File: config.mk
export PLATFORM = sky130hd
export DESIGN_NAME = trap_entry_unit
export DESIGN_NICKNAME = d
export VERILOG_FILES = /design/src/rtl/trap_entry_pkg.sv /design/src/rtl/trap_router.sv /design/src/rtl/trap_target.sv /design/src/rtl/trap_commit.sv /design/src/rtl/trap_entry_unit.sv
export SDC_FILE = /design/constraint.sdc
export NUM_CORES = 1
export LEC_CHECK = 0
export BUFFER_PORTS_ARGS = -buffer_cell sky130_fd_sc_hd__buf_4
export CAP_MARGIN = 10
export CORE_AREA = 2 2 266 268
export CTS_CLUSTER_SIZE = 28
export DETAILED_ROUTE_END_ITERATION = 10
export DIE_AREA = 0 0 268 270
export GPL_TIMING_DRIVEN = 0
export SETUP_SLACK_MARGIN = 0.02
export SLEW_MARGIN = 15
export SYNTH_ARGS = -nofsm -noshare
export SYNTH_HDL_FRONTEND = slang
export SYNTH_SLANG_ARGS = --single-unit
File: constraint.sdc
create_clock -name clk -period 4.8 [get_ports clk]
set_input_delay 0.24 -clock clk [delete_from_list [all_inputs] [get_ports clk]]
set_output_delay 0.24 -clock clk [all_outputs]
set_load 0.02 [all_outputs]
File: src/rtl/trap_entry_pkg.sv
package trap_entry_pkg;
  typedef enum logic [2:0] {
    HND_M         = 3'd0,
    HND_HS        = 3'd1,
    HND_VS        = 3'd2,
    HND_DBG_ENTER = 3'd3,
    HND_DBG_REDIR = 3'd4
  } handler_e;

  localparam logic [1:0] PRIV_U = 2'd0;
  localparam logic [1:0] PRIV_S = 2'd1;
  localparam logic [1:0] PRIV_M = 2'd3;

  localparam int unsigned BKPT_CODE      = 3;
  localparam logic [2:0]  DBG_CAUSE_SWBP = 3'd1;
endpackage

File: src/rtl/trap_router.sv
module trap_router
  import trap_entry_pkg::*;
#(
  parameter int XLEN   = 32,
  parameter int CODE_W = 6
) (
  input  logic              irq,
  input  logic [CODE_W-1:0] code,
  input  logic [1:0]        priv,
  input  logic              virt,
  input  logic              dbg,
  input  logic              en_m,
  input  logic              en_s,
  input  logic              en_u,
  input  logic [XLEN-1:0]   medeleg,
  input  logic [XLEN-1:0]   mideleg,
  input  logic [XLEN-1:0]   hedeleg,
  input  logic [XLEN-1:0]   hideleg,
  output handler_e          hnd,
  output logic              is_bkpt
);
  localparam int IDX_W = $clog2(XLEN);

  logic             in_range;
  logic [IDX_W-1:0] idx;
  logic             low_priv;
  logic             ebk_hit;
  logic [XLEN-1:0]  vs_mask;
  logic [XLEN-1:0]  hs_mask;
  logic             vs_hit;
  logic             hs_hit;

  assign in_range = ((code >> IDX_W) == '0);
  assign idx      = code[IDX_W-1:0];
  assign low_priv = (priv <= PRIV_S);
  assign is_bkpt  = !irq && (code == CODE_W'(BKPT_CODE));

  always_comb begin
    unique case (priv)
      PRIV_M:  ebk_hit = en_m;
      PRIV_S:  ebk_hit = en_s;
      PRIV_U:  ebk_hit = en_u;
      default: ebk_hit = 1'b0;
    endcase
  end

  always_comb begin
    vs_mask = '0;
    hs_mask = '0;
    if (low_priv) begin
      hs_mask = irq ? mideleg : medeleg;
      if (virt) vs_mask = irq ? hideleg : (medeleg & hedeleg);
    end
  end

  assign vs_hit = in_range && vs_mask[idx];
  assign hs_hit = in_range && hs_mask[idx];

  always_comb begin
    if (dbg)                    hnd = HND_DBG_REDIR;
    else if (is_bkpt && ebk_hit) hnd = HND_DBG_ENTER;
    else if (vs_hit)            hnd = HND_VS;
    else if (hs_hit)            hnd = HND_HS;
    else                        hnd = HND_M;
  end
endmodule

File: src/rtl/trap_target.sv
module trap_target
  import trap_entry_pkg::*;
#(
  parameter int              XLEN          = 32,
  parameter int              CODE_W        = 6,
  parameter logic [XLEN-1:0] DBG_ROM_ENTRY = 32'h0000_0800,
  parameter logic [XLEN-1:0] DBG_EXC_VEC   = 32'h0000_0808
) (
  input  handler_e          hnd,
  input  logic              irq,
  input  logic [CODE_W-1:0] code,
  input  logic              is_bkpt,
  input  logic [XLEN-1:0]   mtvec,
  input  logic [XLEN-1:0]   stvec,
  input  logic [XLEN-1:0]   vstvec,
  output logic [XLEN-1:0]   next_pc
);
  localparam int NUM_LVL = 3;

  logic [XLEN-1:0] bases  [NUM_LVL];
  logic [XLEN-1:0] vec_pc [NUM_LVL];
  logic [XLEN-1:0] offset;

  assign bases[0] = mtvec;
  assign bases[1] = stvec;
  assign bases[2] = vstvec;
  assign offset   = XLEN'(code) << 2;

  for (genvar g = 0; g < NUM_LVL; g++) begin : g_lvl
    assign vec_pc[g] = {bases[g][XLEN-1:1], 1'b0} +
                       ((bases[g][0] && irq) ? offset : '0);
  end

  always_comb begin
    unique case (hnd)
      HND_DBG_REDIR: next_pc = is_bkpt ? DBG_ROM_ENTRY : DBG_EXC_VEC;
      HND_DBG_ENTER: next_pc = DBG_ROM_ENTRY;
      HND_VS:        next_pc = vec_pc[2];
      HND_HS:        next_pc = vec_pc[1];
      default:       next_pc = vec_pc[0];
    endcase
  end
endmodule

File: src/rtl/trap_commit.sv
module trap_commit
  import trap_entry_pkg::*;
#(
  parameter int              XLEN     = 32,
  parameter logic [XLEN-1:0] RESET_PC = '0
) (
  input  logic            clk,
  input  logic            rst,
  input  logic            trap_valid,
  input  handler_e        hnd,
  input  logic [XLEN-1:0] next_pc,
  input  logic [XLEN-1:0] cause_full,
  input  logic [XLEN-1:0] cause_vs,
  input  logic [XLEN-1:0] epc,
  input  logic [XLEN-1:0] tval,
  input  logic            gva,
  input  logic [1:0]      priv,
  input  logic            virt,
  input  logic            cur_mie,
  input  logic            cur_sie,
  input  logic            cur_vsie,
  output logic            redirect_valid,
  output logic [XLEN-1:0] redirect_pc,
  output handler_e        handler_q,
  output logic [1:0]      new_priv,
  output logic            new_virt,
  output logic            debug_mode,
  output logic [XLEN-1:0] m_cause,
  output logic [XLEN-1:0] m_epc,
  output logic [XLEN-1:0] m_tval,
  output logic            m_ie,
  output logic            m_pie,
  output logic [1:0]      m_pp,
  output logic            m_pv,
  output logic            m_gva,
  output logic [XLEN-1:0] s_cause,
  output logic [XLEN-1:0] s_epc,
  output logic [XLEN-1:0] s_tval,
  output logic            s_ie,
  output logic            s_pie,
  output logic            s_pp,
  output logic            h_spv,
  output logic            h_spvp,
  output logic            h_gva,
  output logic [XLEN-1:0] vs_cause,
  output logic [XLEN-1:0] vs_epc,
  output logic [XLEN-1:0] vs_tval,
  output logic            vs_ie,
  output logic            vs_pie,
  output logic            vs_pp,
  output logic [2:0]      dbg_cause,
  output logic [1:0]      dbg_prv,
  output logic [XLEN-1:0] dbg_pc
);
  always_ff @(posedge clk) begin
    if (rst) begin
      redirect_valid <= 1'b0;
      redirect_pc    <= RESET_PC;
      handler_q      <= HND_M;
      new_priv       <= PRIV_M;
      new_virt       <= 1'b0;
      debug_mode     <= 1'b0;
      m_cause  <= '0; m_epc  <= '0; m_tval  <= '0;
      m_ie <= 1'b0; m_pie <= 1'b0; m_pp <= PRIV_U; m_pv <= 1'b0; m_gva <= 1'b0;
      s_cause  <= '0; s_epc  <= '0; s_tval  <= '0;
      s_ie <= 1'b0; s_pie <= 1'b0; s_pp <= 1'b0;
      h_spv <= 1'b0; h_spvp <= 1'b0; h_gva <= 1'b0;
      vs_cause <= '0; vs_epc <= '0; vs_tval <= '0;
      vs_ie <= 1'b0; vs_pie <= 1'b0; vs_pp <= 1'b0;
      dbg_cause <= '0; dbg_prv <= PRIV_U; dbg_pc <= '0;
    end else begin
      redirect_valid <= trap_valid;
      if (trap_valid) begin
        handler_q   <= hnd;
        redirect_pc <= next_pc;
        unique case (hnd)
          HND_DBG_REDIR: begin
            debug_mode <= 1'b1;
            new_priv   <= priv;
            new_virt   <= virt;
          end
          HND_DBG_ENTER: begin
            debug_mode <= 1'b1;
            dbg_cause  <= DBG_CAUSE_SWBP;
            dbg_prv    <= priv;
            dbg_pc     <= epc;
            new_priv   <= PRIV_M;
            new_virt   <= virt;
          end
          HND_VS: begin
            debug_mode <= 1'b0;
            vs_cause   <= cause_vs;
            vs_epc     <= epc;
            vs_tval    <= tval;
            vs_pie     <= cur_vsie;
            vs_pp      <= priv[0];
            vs_ie      <= 1'b0;
            new_priv   <= PRIV_S;
            new_virt   <= 1'b1;
          end
          HND_HS: begin
            debug_mode <= 1'b0;
            s_cause    <= cause_full;
            s_epc      <= epc;
            s_tval     <= tval;
            s_pie      <= cur_sie;
            s_pp       <= priv[0];
            s_ie       <= 1'b0;
            h_spv      <= virt;
            h_gva      <= gva;
            if (virt) h_spvp <= priv[0];
            new_priv   <= PRIV_S;
            new_virt   <= 1'b0;
          end
          default: begin
            debug_mode <= 1'b0;
            m_cause    <= cause_full;
            m_epc      <= epc;
            m_tval     <= tval;
            m_pie      <= cur_mie;
            m_pp       <= priv;
            m_ie       <= 1'b0;
            m_pv       <= virt;
            m_gva      <= gva;
            new_priv   <= PRIV_M;
            new_virt   <= 1'b0;
          end
        endcase
      end
    end
  end

  assert_hold_R12: assert property (@(posedge clk) disable iff (rst)
    !trap_valid |=> (!redirect_valid && $stable(redirect_pc) && $stable(new_priv)
                     && $stable(m_cause) && $stable(s_cause) && $stable(vs_cause)));

  assert_redir_quiet_R2: assert property (@(posedge clk) disable iff (rst)
    (trap_valid && hnd == HND_DBG_REDIR) |=>
      (debug_mode && $stable(m_cause) && $stable(s_cause) && $stable(vs_cause)
       && $stable(dbg_pc)));

  assert_dbg_enter_R3: assert property (@(posedge clk) disable iff (rst)
    (redirect_valid && handler_q == HND_DBG_ENTER) |->
      (debug_mode && new_priv == PRIV_M && dbg_cause == DBG_CAUSE_SWBP));

  assert_vs_level_R4: assert property (@(posedge clk) disable iff (rst)
    (redirect_valid && handler_q == HND_VS) |-> (new_virt && new_priv == PRIV_S && !vs_ie));

  assert_hs_level_R5: assert property (@(posedge clk) disable iff (rst)
    (redirect_valid && handler_q == HND_HS) |-> (!new_virt && new_priv == PRIV_S && !s_ie));

  assert_m_level_R11: assert property (@(posedge clk) disable iff (rst)
    (redirect_valid && handler_q == HND_M) |-> (!new_virt && new_priv == PRIV_M && !m_ie));
endmodule

File: src/rtl/trap_entry_unit.sv
module trap_entry_unit
  import trap_entry_pkg::*;
#(
  parameter int              XLEN          = 32,
  parameter int              CODE_W        = 6,
  parameter logic [XLEN-1:0] DBG_ROM_ENTRY = 32'h0000_0800,
  parameter logic [XLEN-1:0] DBG_EXC_VEC   = 32'h0000_0808,
  parameter logic [XLEN-1:0] RESET_PC      = 32'h0000_1000
) (
  input  logic              clk,
  input  logic              rst,
  input  logic              trap_valid,
  input  logic              trap_irq,
  input  logic [CODE_W-1:0] trap_code,
  input  logic [XLEN-1:0]   trap_epc,
  input  logic [XLEN-1:0]   trap_tval,
  input  logic              trap_gva,
  input  logic [1:0]        cur_priv,
  input  logic              cur_virt,
  input  logic              cur_debug,
  input  logic              cur_mie,
  input  logic              cur_sie,
  input  logic              cur_vsie,
  input  logic              ebk_en_m,
  input  logic              ebk_en_s,
  input  logic              ebk_en_u,
  input  logic [XLEN-1:0]   medeleg,
  input  logic [XLEN-1:0]   mideleg,
  input  logic [XLEN-1:0]   hedeleg,
  input  logic [XLEN-1:0]   hideleg,
  input  logic [XLEN-1:0]   mtvec,
  input  logic [XLEN-1:0]   stvec,
  input  logic [XLEN-1:0]   vstvec,
  output logic              redirect_valid,
  output logic [XLEN-1:0]   redirect_pc,
  output logic [2:0]        handler,
  output logic [1:0]        new_priv,
  output logic              new_virt,
  output logic              debug_mode,
  output logic [XLEN-1:0]   m_cause,
  output logic [XLEN-1:0]   m_epc,
  output logic [XLEN-1:0]   m_tval,
  output logic              m_ie,
  output logic              m_pie,
  output logic [1:0]        m_pp,
  output logic              m_pv,
  output logic              m_gva,
  output logic [XLEN-1:0]   s_cause,
  output logic [XLEN-1:0]   s_epc,
  output logic [XLEN-1:0]   s_tval,
  output logic              s_ie,
  output logic              s_pie,
  output logic              s_pp,
  output logic              h_spv,
  output logic              h_spvp,
  output logic              h_gva,
  output logic [XLEN-1:0]   vs_cause,
  output logic [XLEN-1:0]   vs_epc,
  output logic [XLEN-1:0]   vs_tval,
  output logic              vs_ie,
  output logic              vs_pie,
  output logic              vs_pp,
  output logic [2:0]        dbg_cause,
  output logic [1:0]        dbg_prv,
  output logic [XLEN-1:0]   dbg_pc
);
  handler_e        hnd;
  handler_e        handler_q;
  logic            is_bkpt;
  logic [XLEN-1:0] next_pc;
  logic [XLEN-1:0] cause_full;
  logic [XLEN-1:0] cause_vs;

  assign cause_full = {trap_irq, {(XLEN-1-CODE_W){1'b0}}, trap_code};
  assign cause_vs   = trap_irq ? (cause_full - XLEN'(1)) : cause_full;
  assign handler    = handler_q;

  trap_router #(.XLEN(XLEN), .CODE_W(CODE_W)) u_router (
    .irq(trap_irq), .code(trap_code), .priv(cur_priv), .virt(cur_virt),
    .dbg(cur_debug), .en_m(ebk_en_m), .en_s(ebk_en_s), .en_u(ebk_en_u),
    .medeleg(medeleg), .mideleg(mideleg), .hedeleg(hedeleg), .hideleg(hideleg),
    .hnd(hnd), .is_bkpt(is_bkpt)
  );

  trap_target #(.XLEN(XLEN), .CODE_W(CODE_W),
                .DBG_ROM_ENTRY(DBG_ROM_ENTRY), .DBG_EXC_VEC(DBG_EXC_VEC)) u_target (
    .hnd(hnd), .irq(trap_irq), .code(trap_code), .is_bkpt(is_bkpt),
    .mtvec(mtvec), .stvec(stvec), .vstvec(vstvec), .next_pc(next_pc)
  );

  trap_commit #(.XLEN(XLEN), .RESET_PC(RESET_PC)) u_commit (
    .clk(clk), .rst(rst), .trap_valid(trap_valid), .hnd(hnd), .next_pc(next_pc),
    .cause_full(cause_full), .cause_vs(cause_vs), .epc(trap_epc), .tval(trap_tval),
    .gva(trap_gva), .priv(cur_priv), .virt(cur_virt), .cur_mie(cur_mie),
    .cur_sie(cur_sie), .cur_vsie(cur_vsie),
    .redirect_valid(redirect_valid), .redirect_pc(redirect_pc), .handler_q(handler_q),
    .new_priv(new_priv), .new_virt(new_virt), .debug_mode(debug_mode),
    .m_cause(m_cause), .m_epc(m_epc), .m_tval(m_tval), .m_ie(m_ie), .m_pie(m_pie),
    .m_pp(m_pp), .m_pv(m_pv), .m_gva(m_gva),
    .s_cause(s_cause), .s_epc(s_epc), .s_tval(s_tval), .s_ie(s_ie), .s_pie(s_pie),
    .s_pp(s_pp), .h_spv(h_spv), .h_spvp(h_spvp), .h_gva(h_gva),
    .vs_cause(vs_cause), .vs_epc(vs_epc), .vs_tval(vs_tval), .vs_ie(vs_ie),
    .vs_pie(vs_pie), .vs_pp(vs_pp),
    .dbg_cause(dbg_cause), .dbg_prv(dbg_prv), .dbg_pc(dbg_pc)
  );

  assert_machine_fallback_R6: assert property (@(posedge clk) disable iff (rst)
    (trap_valid && cur_priv == PRIV_M && !cur_debug) |=>
      (handler_q == HND_M || handler_q == HND_DBG_ENTER));

  assert_wide_code_R6: assert property (@(posedge clk) disable iff (rst)
    (trap_valid && !cur_debug && (int'(trap_code) >= XLEN)) |=> (handler_q == HND_M));
endmodule

==> impl_metrics.json <==
{
  "synth_edf_count": 0,
  "cp-end-kind": "register",
  "met1_usage_pct": 25.0,
  "post_cts_buffers": 0,
  "numPortBuffers": 624,
  "use_met3_pct": 4.29,
  "cap_viol_max_count": 0,
  "hpwl_um": 62700,
  "clock_latency_ps": 560,
  "worst-path-max-fanout": 10,
  "clock-sinks": 304,
  "drt-total-wl_um": 79200,
  "arrival_ps": 4830,
  "gp_congestion": 0.920,
  "synth.area.top_cells": "dfxtp_1, nand2_1, a21oi_1",
  "required_ps": 5300,
  "hold_ws_ps": 40.4,
  "yosysWarnings": 0,
  "status": "finished clean",
  "drtPass1Iterations": 7,
  "num_rows": 97,
  "clkSlewWorstSetupHoldPaths_ps": 60,
  "grtUsageMet2_pct": 36.1,
  "netlist_instances": 1917,
  "grt_max_degree": 14,
  "path_cells": "buf_4 -> buf_2 -> buf_2 -> buf_2 -> clkbuf_1 -> and3_1 -> ha_1 -> inv_1 -> fa_1 -> nand2b_1 -> a21oi_1 -> o21ai_0 -> a21oi_1 -> nand4_1 -> xor2_1 -> a221oi_1 -> a22o_1",
  "synth_ff_type": "dfxtp_1",
  "slowest_stage": "clkbuf_1",
  "top_usage_layer": "met2",
  "ant_nets": 0,
  "grt_usage_pct": 20.9,
  "synth-seq-cells": 304,
  "antenna_found_initial": 9,
  "ys_types": 68,
  "cp-start-kind": "input port",
  "crit_buf_inv": 6,
  "ir_drop_v": 0.000205,
  "cpLargestDelayFamily": "compound AO/OA/AOI/OAI gates",
  "drv_slew": 0,
  "dr_total_vias": 16900,
  "finalCritPeriodShare_pct": 90.3,
  "max_slew_margin_pct": 28.6,
  "hold_violations": 0,
  "clockRootBuffer": "clkbuf_16",
  "skew_ps": 0,
  "synthToLayoutAreaGrowth_pct": 54.0,
  "grt-ovfl-total": 0,
  "fill_cells": 7429,
  "cpPeakStageDelay_ps": 490,
  "synth_top_area_share_pct": 39.5,
  "die_area_mm2": 0.0724,
  "clock.fmax_mhz": 231,
  "vias_per_cell": 4.59,
  "fin_nets": 3047,
  "wl_per_cell_um": 21.5,
  "ys_seq_area_share_pct": 39.5,
  "grt_pass1_wl_um": 111000,
  "rsz0062_at_grt": "false",
  "power_leakage_uw": 0.0100,
  "drive_gt1_share_pct": 31.0,
  "path_class": "in2reg",
  "synthArstFlopShare_pct": 0,
  "tightest_slew_ps": 1070,
  "period_minus_slack_ps": 4330,
  "initial_utilization_pct": 22.1,
  "synth_commonest_cells": "nand2_1, dfxtp_1, a21oi_1",
  "drt_iter0_drc": 1067,
  "cts_tree": "done",
  "die_y_um": 270,
  "power_density_mw_per_mm2": 305,
  "numCtsBuffers": 40,
  "yosysMostFrequentCell": "nand2_1",
  "critical_path.most_common_cell": "buf_2",
  "grt_pass1_vias": 16400,
  "htree_levels": 2,
  "synth_top_cell_by_area": "dfxtp_1",
  "total_power_uw": 7220,
  "die_w_um": 268,
  "syn-cell-area_mm2": 0.0154,
  "core_mm2": 0.0695,
  "synth_area_per_cell_um2": 8.03,
  "pin_count": 689,
  "hp-class": "in2reg",
  "clock_path_buffers": 3,
  "finalSetupViolCount": 0,
  "post-route-drc-count": 0
}
path summary, 6_finish.rpt:
kind	startpoint	endpoint	slack (ps)	cells after the start
hold reg to reg	u_commit.handler_q[1]$_SDFFE_PP0P_	u_commit.handler_q[1]$_SDFFE_PP0P_	450	2
setup reg to reg	u_commit.redirect_pc[27]$_SDFFE_PP0P_	u_commit.redirect_pc[27]$_SDFFE_PP0P_	3670	4
hold / removal	stvec[25]	u_commit.redirect_pc[25]$_SDFFE_PP0P_	40	4
setup / recovery	trap_irq	u_commit.redirect_pc[30]$_SDFFE_PP0P_	470	17
repair_timing:
action	CTS	global route
resized for setup	1	3
endpoints found under the setup margin	1	4
hold buffers	74	0
hold endpoints to repair	235	0
cloned	0	0
sequential cells by signal, summed over array words and instances, names as in the netlist, 7 cells and up:
| name | count |
|---|---|
| u_commit.dbg_pc | 32 |
| u_commit.m_cause | 7 |
| u_commit.m_epc | 32 |
| u_commit.m_tval | 32 |
| u_commit.redirect_pc | 31 |
| u_commit.s_cause | 7 |
| u_commit.s_epc | 32 |
| u_commit.s_tval | 32 |
| u_commit.vs_cause | 12 |
| u_commit.vs_epc | 32 |
| u_commit.vs_tval | 32 |
per-stage QoR:
step	setup WS [ps]	setup TNS, ps	instance area [um^2]	std cells	util, %
floorplan	1190	0	15600	1972	-
detailed placement	-609	-2470	21500	3538	30.9
finish	468	0	23700	3690	34.1
CTS	230	0	23700	3683	34.1
global placement	-685	-5560	21500	3536	30.9
global route	99.4	0	23700	3689	34.1
layer usage:
metal  part of all wire, %  wire, um
met1                    40     31800
met2                    48     38100
met3                   7.2      5740
met4                   4.5      3530
met5                     0         0
power breakdown:
part / internal [uW] / switching [uW]
Sequential: 2600 / 41.9
Clock: 2040 / 1270
Combinational: 532 / 733
Total: 5180 / 2050
worst register-to-register path: stages, from the launching register on:
cell,delay [ps]
dfxtp_1,300
o21ai_0,280
nor2_1,90
a32oi_1,150
o21ai_0,150
logic make-up (layout without fill, tap and decap cells):
kind of cell	count (synthesis)	count (layout)	share of synthesized area, %
DFF	304	304	39.5
other	1	63	0.0244
buffers and inverters	243	1014	8.61
xor gates and xnor gates	84	84	4.78
and+or+nand+nor	767	767	21.7
adders and majority gates	24	24	2.10
AOI/OAI and AO/OA	385	385	15.2
muxes	109	109	8.11
cells in the final DEF (no fill, tap or decap), types with 10 or more instances in the layout:
cell type,n
buf_4,711
nand2_1,448
dfxtp_1,304
a21oi_1,223
nor2_1,138
mux2i_1,92
clkbuf_1,76
dlygate4sd3_1,74
conb_1,56
xnor2_1,45
clkbuf_16,40
xor2_1,39
buf_2,38
nand3_1,37
inv_1,35
o21ai_0,34
and3_1,29
a211oi_1,23
nand3b_1,21
ha_1,21
nor3_1,20
nand4_1,16
o211ai_1,13
mux4_2,12
a221oi_1,12
a32oi_1,11
and2_1,10
a22oi_1,10
final cells by class:
| cell class | instances | area, um^2 | share of cell area (%) |
|---|---|---|---|
| Multi-Input combinational cell | 1425 | 8210 | 34.6 |
| Sequential cell | 304 | 6090 | 25.7 |
| Timing Repair Buffer | 700 | 5440 | 22.9 |
| Buffer | 206 | 1190 | 5.01 |
| Tap cell | 940 | 1180 | 4.96 |
| Clock buffer | 49 | 1070 | 4.53 |
| Clock inverter | 22 | 377 | 1.59 |
| Inverter | 37 | 139 | 0.586 |
| Antenna cell | 7 | 17.5 | 0.0739 |
Power figures use the tool's default switching activity.
